$ cat src/rtl/sel_wdog_pkg.sv
package sel_wdog_pkg;

    typedef enum logic [2:0] {
        SEQ_IDLE     = 3'd0,
        SEQ_STROBE_D = 3'd1,
        SEQ_STROBE_P = 3'd2,
        SEQ_RESET    = 3'd3,
        SEQ_INIT     = 3'd4
    } seq_state_e;

    function automatic int unsigned max2(input int unsigned a, input int unsigned b);
        return (a > b) ? a : b;
    endfunction

endpackage

$ cat src/rtl/sel_alt_timer.sv
module sel_alt_timer #(
    parameter int unsigned TIMEOUT_MS = 328,
    parameter int unsigned CNT_W      = $clog2(TIMEOUT_MS + 1)
) (
    input  logic clk,
    input  logic rst_n,
    input  logic armed,
    input  logic call_valid,
    input  logic sel_bit,
    input  logic ms_tick,
    output logic expire
);

    localparam logic [CNT_W-1:0] LIMIT = CNT_W'(TIMEOUT_MS);

    typedef struct packed {
        logic [CNT_W-1:0] cnt;
        logic             prev_vld;
        logic             prev_sel;
    } tmr_st_t;

    tmr_st_t st_d, st_q;
    logic    toggled;

    always_comb begin
        st_d    = st_q;
        toggled = 1'b0;
        if (!armed) begin
            st_d = '0;
        end else begin
            toggled = call_valid && st_q.prev_vld && (sel_bit != st_q.prev_sel);
            if (call_valid) begin
                st_d.prev_vld = 1'b1;
                st_d.prev_sel = sel_bit;
            end
            if (toggled) begin
                st_d.cnt = '0;
            end else if (ms_tick && (st_q.cnt < LIMIT)) begin
                st_d.cnt = st_q.cnt + 1'b1;
            end
        end
    end

    always_ff @(posedge clk or negedge rst_n) begin
        if (!rst_n) begin
            st_q <= '0;
        end else begin
            st_q <= st_d;
        end
    end

    assign expire = armed && (st_q.cnt == LIMIT);

endmodule

$ cat src/rtl/sel_ext_rst_filter.sv
module sel_ext_rst_filter #(
    parameter int unsigned EXT_RST_CYC = 16
) (
    input  logic clk,
    input  logic rst_n,
    input  logic pin_n,
    input  logic mask,
    output logic fire
);

    localparam int unsigned     FW   = $clog2(EXT_RST_CYC + 1);
    localparam logic [FW-1:0]   LIM  = FW'(EXT_RST_CYC);
    localparam logic [FW-1:0]   LAST = FW'(EXT_RST_CYC - 1);

    typedef struct packed {
        logic [FW-1:0] cnt;
        logic          fire;
    } flt_st_t;

    flt_st_t st_d, st_q;

    always_comb begin
        st_d      = st_q;
        st_d.fire = 1'b0;
        if (mask || pin_n) begin
            st_d.cnt = '0;
        end else begin
            if (st_q.cnt < LIM) begin
                st_d.cnt = st_q.cnt + 1'b1;
            end
            if (st_q.cnt == LAST) begin
                st_d.fire = 1'b1;
            end
        end
    end

    always_ff @(posedge clk or negedge rst_n) begin
        if (!rst_n) begin
            st_q <= '0;
        end else begin
            st_q <= st_d;
        end
    end

    assign fire = st_q.fire;

endmodule

$ cat src/rtl/sel_rst_seq.sv
module sel_rst_seq
    import sel_wdog_pkg::*;
#(
    parameter int unsigned STROBE_CYC = 8,
    parameter int unsigned RESET_CYC  = 4
) (
    input  logic clk,
    input  logic rst_n,
    input  logic expire,
    input  logic ext_fire,
    input  logic init_done,
    output logic seq_idle,
    output logic dstb_pulse_n,
    output logic pstb_pulse_n,
    output logic ic_reset_req,
    output logic dx_disable_set,
    output logic init_start,
    output logic outs_inactive
);

    localparam int unsigned   TW       = $clog2(max2(STROBE_CYC, RESET_CYC) + 1);
    localparam logic [TW-1:0] STB_LAST = TW'(STROBE_CYC - 1);
    localparam logic [TW-1:0] RST_LAST = TW'(RESET_CYC - 1);

    typedef struct packed {
        seq_state_e    state;
        logic [TW-1:0] tmr;
    } seq_st_t;

    seq_st_t st_d, st_q;

    always_comb begin
        st_d = st_q;
        if (ext_fire) begin
            st_d.state = SEQ_RESET;
            st_d.tmr   = '0;
        end else begin
            unique case (st_q.state)
                SEQ_IDLE: begin
                    if (expire) begin
                        st_d.state = SEQ_STROBE_D;
                        st_d.tmr   = '0;
                    end
                end
                SEQ_STROBE_D: begin
                    if (st_q.tmr == STB_LAST) begin
                        st_d.state = SEQ_STROBE_P;
                        st_d.tmr   = '0;
                    end else begin
                        st_d.tmr = st_q.tmr + 1'b1;
                    end
                end
                SEQ_STROBE_P: begin
                    if (st_q.tmr == STB_LAST) begin
                        st_d.state = SEQ_RESET;
                        st_d.tmr   = '0;
                    end else begin
                        st_d.tmr = st_q.tmr + 1'b1;
                    end
                end
                SEQ_RESET: begin
                    if (st_q.tmr == RST_LAST) begin
                        st_d.state = SEQ_INIT;
                        st_d.tmr   = '0;
                    end else begin
                        st_d.tmr = st_q.tmr + 1'b1;
                    end
                end
                SEQ_INIT: begin
                    if (init_done) begin
                        st_d.state = SEQ_IDLE;
                        st_d.tmr   = '0;
                    end else begin
                        st_d.tmr = TW'(1);
                    end
                end
                default: begin
                    st_d.state = SEQ_IDLE;
                    st_d.tmr   = '0;
                end
            endcase
        end
    end

    always_ff @(posedge clk or negedge rst_n) begin
        if (!rst_n) begin
            st_q <= '0;
        end else begin
            st_q <= st_d;
        end
    end

    assign seq_idle       = (st_q.state == SEQ_IDLE);
    assign dstb_pulse_n   = (st_q.state != SEQ_STROBE_D);
    assign pstb_pulse_n   = (st_q.state != SEQ_STROBE_P);
    assign ic_reset_req   = (st_q.state == SEQ_RESET);
    assign dx_disable_set = (st_q.state == SEQ_RESET) && (st_q.tmr == '0);
    assign init_start     = (st_q.state == SEQ_INIT) && (st_q.tmr == '0);
    assign outs_inactive  = (st_q.state == SEQ_RESET) || (st_q.state == SEQ_INIT);

endmodule

$ cat src/rtl/sel_alt_wdog.sv
module sel_alt_wdog #(
    parameter int unsigned TIMEOUT_MS  = 328,
    parameter int unsigned STROBE_CYC  = 8,
    parameter int unsigned RESET_CYC   = 4,
    parameter int unsigned EXT_RST_CYC = 16
) (
    input  logic clk,
    input  logic rst_n,
    input  logic ms_tick,
    input  logic comm_wd_en,
    input  logic ext_mode_4io,
    input  logic addr_nonzero,
    input  logic nv_write_busy,
    input  logic dx_disable_flag,
    input  logic call_valid,
    input  logic sel_bit,
    input  logic dstb_pin_n,
    input  logic init_done,
    output logic dstb_pulse_n,
    output logic pstb_pulse_n,
    output logic ic_reset_req,
    output logic dx_disable_set,
    output logic init_start,
    output logic outs_inactive
);

    localparam int unsigned CNT_W = $clog2(TIMEOUT_MS + 1);

    logic seq_idle;
    logic armed;
    logic expire;
    logic ext_fire;
    logic own_strobe;

    assign armed = comm_wd_en && ext_mode_4io && addr_nonzero &&
                   !nv_write_busy && !dx_disable_flag && seq_idle;

    assign own_strobe = !dstb_pulse_n;

    sel_alt_timer #(
        .TIMEOUT_MS (TIMEOUT_MS),
        .CNT_W      (CNT_W)
    ) alt_timer_i (
        .clk        (clk),
        .rst_n      (rst_n),
        .armed      (armed),
        .call_valid (call_valid),
        .sel_bit    (sel_bit),
        .ms_tick    (ms_tick),
        .expire     (expire)
    );

    sel_ext_rst_filter #(
        .EXT_RST_CYC (EXT_RST_CYC)
    ) ext_filter_i (
        .clk   (clk),
        .rst_n (rst_n),
        .pin_n (dstb_pin_n),
        .mask  (own_strobe),
        .fire  (ext_fire)
    );

    sel_rst_seq #(
        .STROBE_CYC (STROBE_CYC),
        .RESET_CYC  (RESET_CYC)
    ) rst_seq_i (
        .clk            (clk),
        .rst_n          (rst_n),
        .expire         (expire),
        .ext_fire       (ext_fire),
        .init_done      (init_done),
        .seq_idle       (seq_idle),
        .dstb_pulse_n   (dstb_pulse_n),
        .pstb_pulse_n   (pstb_pulse_n),
        .ic_reset_req   (ic_reset_req),
        .dx_disable_set (dx_disable_set),
        .init_start     (init_start),
        .outs_inactive  (outs_inactive)
    );

endmodule

$ cat config.mk
export PLATFORM = sky130hd
export DESIGN_NAME = sel_alt_wdog
export DESIGN_NICKNAME = d
export VERILOG_FILES = /design/src/rtl/sel_wdog_pkg.sv /design/src/rtl/sel_alt_timer.sv /design/src/rtl/sel_ext_rst_filter.sv /design/src/rtl/sel_rst_seq.sv /design/src/rtl/sel_alt_wdog.sv
export SDC_FILE = /design/constraint.sdc
export NUM_CORES = 1
export LEC_CHECK = 0
export BUFFER_PORTS_ARGS = -buffer_cell sky130_fd_sc_hd__buf_2
export CELL_PAD_IN_SITES_DETAIL_PLACEMENT = 1
export CELL_PAD_IN_SITES_GLOBAL_PLACEMENT = 2
export CORE_MARGIN = 8
export CORE_UTILIZATION = 36
export CTS_BUF_LIST = sky130_fd_sc_hd__clkbuf_8
export DETAILED_ROUTE_END_ITERATION = 10
export PLACE_DENSITY = 0.77
export SETUP_SLACK_MARGIN = 0.05
export SLEW_MARGIN = 40
export SYNTH_ARGS = -nofsm -noshare
export SYNTH_HDL_FRONTEND = slang
export SYNTH_SLANG_ARGS = --single-unit
$ cat constraint.sdc
create_clock -name clk -period 2.18 [get_ports clk]
set_clock_uncertainty 0.15 [all_clocks]
set_input_delay 0.218 -clock clk [delete_from_list [all_inputs] [get_ports clk]]
set_output_delay 0.218 -clock clk [all_outputs]
set_load 0.005 [all_outputs]
Word-level counts from Yosys, hierarchy flattened

Cells that the tools add are included.

Flip-flop bits (word level): 24
Input port bits: 12
Output and inout bits: 6
Logic and storage cells: 68

$add $sub $neg: 3
Order comparisons: 2
Equal/unequal tests: 18
Muxes and demuxes: 18
Reductions and logical operators: 20

Operator list:

| cell                                                                  | number |
|---|---|
| 7-bit one-hot mux with 5 select lines                                 | 1 |
| 9-bit two-way mux                                                     | 2 |
| 7-bit two-way mux                                                     | 2 |
| 3-bit two-way mux                                                     | 4 |
| 1-bit logical AND                                                     | 11 |
| 11-bit two-way mux                                                    | 1 |
| 5-bit two-way mux                                                     | 2 |
| 9-bit by 1-bit adder with 9-bit output, second input constant         | 1 |
| 9-bit equality test, second input constant                            | 1 |
| 9-bit < comparator, second input constant                             | 1 |
| 3-bit by 1-bit != test with 1-bit output, second input constant       | 3 |
| 3-bit by 2-bit != test with 1-bit output, second input constant       | 3 |
| 4-bit two-way mux                                                     | 2 |
| 3-bit by 2-bit equality test with 1-bit output, second input constant | 2 |
| 3-bit != test, second input constant                                  | 2 |
| 5-bit by 1-bit adder with 5-bit output, second input constant         | 1 |
| 5-bit by 4-bit equality test with 1-bit output, second input constant | 1 |
| 5-bit < comparator, second input constant                             | 1 |
| 5-bit AND reduction                                                   | 1 |
| 4-bit by 1-bit adder with 4-bit output, second input constant         | 1 |
| 4-bit by 2-bit equality test with 1-bit output, second input constant | 1 |
| 4-bit by 3-bit equality test with 1-bit output, second input constant | 1 |
| 4-bit zero test                                                       | 1 |
| 3-bit by 1-bit equality test with 1-bit output, second input constant | 1 |
| other kinds (9)                                                       | 14 |

Depth between registers and ports, before layout

Word-level depth: 9
Gate-level depth with buffers: 7
Depth with buffers taken out: 7

By module

From an unflattened synthesis, not the netlist that was laid out.

Cells, all modules: 170
Area total of the unflattened synthesis: 1,590.3 sq um

Modules (own cells, without submodules):

| module             | times used | cells an instance | area an instance (sq um) | sequential area each (sq um) |
|---|---|---|---|---|
| sel_alt_timer      | 1          | 76                | 754.5                    | 275.3 |
| sel_rst_seq        | 1          | 65                | 538.0                    | 175.2 |
| sel_ext_rst_filter | 1          | 25                | 274.0                    | 150.1 |
| sel_alt_wdog       | 1          | 4                 | 23.8                     | 0.0 |

Least setup slack after synthesis

No wires, ideal clock.

Path type: register to register
Start point: register rst_seq_i.st_q[0] (netlist bit)
End point: register rst_seq_i.st_q[4] (netlist bit)
Setup time: 0.126 ns
Data arrival time: 1.504 ns
Data required time: 1.904 ns
Slack: 0.400 ns
Stages on the path, launching flop included: 7
Path buffers: 0
Period minus slack after synthesis: 1.780 ns
Path through: dfrtp_1 > ha_1 > nand3b_1 > a21oi_1 > a311oi_4 > nor2_1 > a221o_1

Cells in the longest elaborated chain, start to end: 3
Elaborated cells between the ends (all ways): 6
Those cells by class: eq/ne (5); reduce/logical (1)

RTL lines:

| what                                                                                                                  | line                                                    | RTL |
|---|---|---|
| start: declaration                                                                                                    | sel_rst_seq.sv:30                                       | `seq_st_t st_d, st_q;` |
| start signal: assignment                                                                                              | sel_rst_seq.sv:89                                       | `st_q <= st_d;` |
| 4-bit by 3-bit equality test with 1-bit output or 4-bit by 2-bit equality test with 1-bit output (tied branches)      | sel_rst_seq.sv:46, sel_rst_seq.sv:54, sel_rst_seq.sv:62 |  |
| 3-bit by 2-bit != test with 1-bit output (no source line) or 3-bit by 1-bit != test with 1-bit output (tied branches) | -                                                       |  |
| 5-bit AND reduction (no source line) *                                                                                | -                                                       |  |

Mark *: on every way between the ends. The rest lies on a longest branch, timed or not.
A chain may end at the register's enable or synchronous reset.

Final worst setup path

Ends and elaborated chain as after synthesis.

==> metrics.md <==
| Metric | Value |
|---|---|
| Lkg Pwr | `0.697 nW` |
| P per Cell Area | `1000 nW/um^2` |
| First DRT Iteration DRCs | `29` |
| CTS tree | `built` |
| Seq/Total Area, Yosys | `0.439` |
| Class of the worst hold path | `in2reg` |
| Clock buffer depth | `2` |
| Placed instance area | `approximately 1500 um^2` |
| Combinational power share | `0.364` |
| GRT Total Usage | `0.114` |
| Overflow after GRT | `0` |
| Worst Tran Pin Value | `around 0.57 ns` |
| CP Data Arrival Time | `about 2 ns` |
| Status | `complete, no violations` |
| Mapped Nets | `approximately 170` |
| Sequential share of power | `0.383` |
| Storage element area | `601 um^2` |
| Clk pin slew, worst setup/hold paths | `around 0.09 ns` |
| Vias in the first global route | `~1.2k` |
| Root Driver | `clkbuf_8` |
| Tot Pwr | `approximately 0.0016 W` |
| Hpwl dp | `roughly 2.4 mm` |
| Initial antenna violation count | `0` |
| Initial Utilization | `0.374` |
| Fillers | `around 450` |
| Top_reg_cell synth | `dfrtp_1` |
| F_max | `roughly 500 MHz` |
| Final WL | `around 3.1 mm` |
| Number of synthesis warnings | `0` |
| Post-synth EDFFs | `0` |
| Setup Buffers After CTS | `0` |
| Max-cap check violation count | `0` |
| Core ar. | `3660 um^2` |
| Worst Setup Start Kind | `flip-flop` |
| Worst slew margin | `0.620` |
| Row cnt | `22` |
| Multi-input logic area | `between 700 and 800 um^2` |
| Sw Share | `0.358` |
| Place WS | `0.259 ns` |
| Worst Hold Depth | `3` |
| Mapped Cells | `about 150` |
| Power share of the clock group | `0.253` |
| Vias | `roughly 1.1k` |
| Cell area after layout | `roughly 1600 um^2` |
| CP required | `about 2.2 ns` |
| Die X-Extent | `~78 um` |
| Final Setup Violations | `0` |
| R2R cell count | `6` |
| Largest net degree at the start of global routing | `25` |
| Tmin final | `slightly below 2 ns` |
| Num ports | `18` |
| Die Height | `between 70 and 80 um` |
| Avg Inst Size Synth | `9.19 um^2` |
| Worst Setup Slack, final | `between 0.2 and 0.25 ns` |
| Setup TNS | `0 ns` |
| CP Class | `reg2reg` |
| Cts hold-fix bufs | `1` |
| Die Area | `about 6000 um^2` |
| Ys async rst share | `1.00` |
| Global-route wire length before repair | `approximately 5.7 mm` |
| Post-CTS sizing | `0` |
| RSZ-0062 raised after global routing | `false` |
| Worst hold slack | `~0.051 ns` |
| Residual DRC | `0` |
| Endpoints failing hold | `0` |
| Netlist Area Pre-Place | `approximately 1400 um^2` |
| Antenna-violating nets left | `0` |
| Area Growth Syn to Fin | `15.5%` |
| H-tree levels | `1` |
| Worst Setup End Kind | `flip-flop` |
| Clock buffer count from CTS | `3` |
| Clock Sinks | `24` |
| Ant. Diodes | `0` |
| Register bit count reported by yosys | `24` |
| Fin nets | `around 190` |
| Avg WL per Cell | `14.6 um` |
| Net Switching | `0.000568 W` |
| GPL Wtd Cong | `0.806` |
| Pins Over Slew Limit | `0` |
| Peak VDD IR | `0.423 mV` |
| Worst Path Max Fanout | `7` |
| Worst-Skew Late Latency | `approximately 0.28 ns` |
| Int Pwr | `around 0.001 W` |
| Drt via density | `5.13` |
| Post-synth cell types | `39` |
| Pre-antenna DRT Iters | `4` |
| Crit share post-route | `0.895` |
| Share of cells above drive strength 1 | `0.174` |
| Buffers on Ports | `17` |
[final cells by class]
type	instances	share of cell area
Timing Repair Buffer	19	0.0649
Inverter	11	0.0261
Clock buffer	3	0.0261
Sequential cell	24	0.380
Multi-Input combinational cell	109	0.446
Clock inverter	1	0.0190
Tap cell	48	0.0380
[worst max-delay path, cell delays in order (launching register included)]
cell      delay, ns
dfrtp_1        0.41
ha_1           0.28
nand3b_1       0.11
a21oi_1        0.10
a311oi_4       0.42
nor2_1         0.08
a221o_1        0.30
[kinds of logic after synthesis]
logic type	share of synthesized area
multiplexers	0.0293
XOR/XNOR	0.0704
adder cells (fa/ha/maj)	0.0548
flip-flops	0.439
buffers and inverters	0.0457
AND/OR/NAND/NOR	0.242
AO/OA/AOI/OAI	0.119
[layout by cell type, fill, tap and decap left out]
master and n:
buf_2 17, o31a_1 1, o32ai_1 1, or3_1 1, bufinv_16 1, xnor2_1 7
nand2_1 11, a22oi_1 1, nor2_2 1, nand4bb_1 1, o41ai_1 1, inv_1 11
mux2i_1 4, a221o_1 1, clkbuf_8 3, a311oi_4 1, and2_1 1, nor3b_1 1
dlygate4sd3_1 1, o2111ai_1 1, nand3_1 7, o21ai_0 1, ha_1 6, and3_1 1
nand3b_1 1, buf_4 1, nor4_2 1, or2_1 1, nor2_1 27, nor3_1 5
o21a_2 1, a21boi_2 1, a21oi_1 8, dfrtp_1 24, nand4_1 4, o21ai_1 2
nor4b_2 1, a31o_2 1, nor2b_1 3, xor2_1 4
[path summary, 6_finish.rpt]
| path | start | slack, ns | end |
|---|---|---|---|
| worst min register to register | alt_timer_i.st_q[1] | 0.37 | alt_timer_i.st_q[1] |
| worst min-delay path | call_valid | 0.05 | alt_timer_i.st_q[1] |
| worst max register to register | rst_seq_i.st_q[0] | 0.23 | rst_seq_i.st_q[4] |
| min in group asynchronous | rst_n | 0.31 | alt_timer_i.st_q[3] |
| max in group asynchronous | rst_n | 1.19 | ext_filter_i.st_q[4] |
| worst max-delay path | rst_seq_i.st_q[0] | 0.23 | rst_seq_i.st_q[4] |
[flip-flops by register name (all words and copies together) (netlist names)]
register and flops:
ext_filter_i.fire 1, ext_filter_i.st_q 5, alt_timer_i.st_q 11, rst_seq_i.st_q 7
[metrics by stage]
stage	util	std cells
4_1_cts	0.432	215
5_1_grt	0.432	215
2_1_floorplan	-	149
6_report	0.432	215
3_5_place_dp	0.410	210
3_3_place_gp	0.410	210
[cell usage after synthesis (2+ instances only)]
| library cell | count | area share |
|---|---|---|
| nor2_1 | 27 | 0.074 |
| dfrtp_1 | 24 | 0.44 |
| inv_1 | 11 | 0.030 |
| nand2_1 | 11 | 0.030 |
| a21oi_1 | 8 | 0.029 |
| nand3_1 | 7 | 0.026 |
| xnor2_1 | 7 | 0.045 |
| ha_1 | 6 | 0.055 |
| nor3_1 | 5 | 0.018 |
| mux2i_1 | 4 | 0.029 |
| nand4_1 | 4 | 0.018 |
| xor2_1 | 4 | 0.026 |
| nor2b_1 | 3 | 0.014 |
| clkbuf_1 | 2 | 0.0055 |
| o21ai_1 | 2 | 0.0073 |
[routing by layer]
metal  track usage  wire (um)  vias to the layer above
met5             0          0                        -
met4        0.0453         55                        0
met3        0.0219         79                        5
met2         0.201       1620                       10
met1         0.132       1380                      546
li1              -          -                      541
[power by group through the flow]
stage	combinational, W	clock [W]	sequential, W
floorplan	0.000450	0	0.000576
global placement	0.000565	0	0.000610
detailed placement	0.000582	0	0.000619
CTS	0.000591	0.000420	0.000611
global route	0.000671	0.000433	0.000626
finish	0.000577	0.000402	0.000609
(Power assumes the default switching activity.)
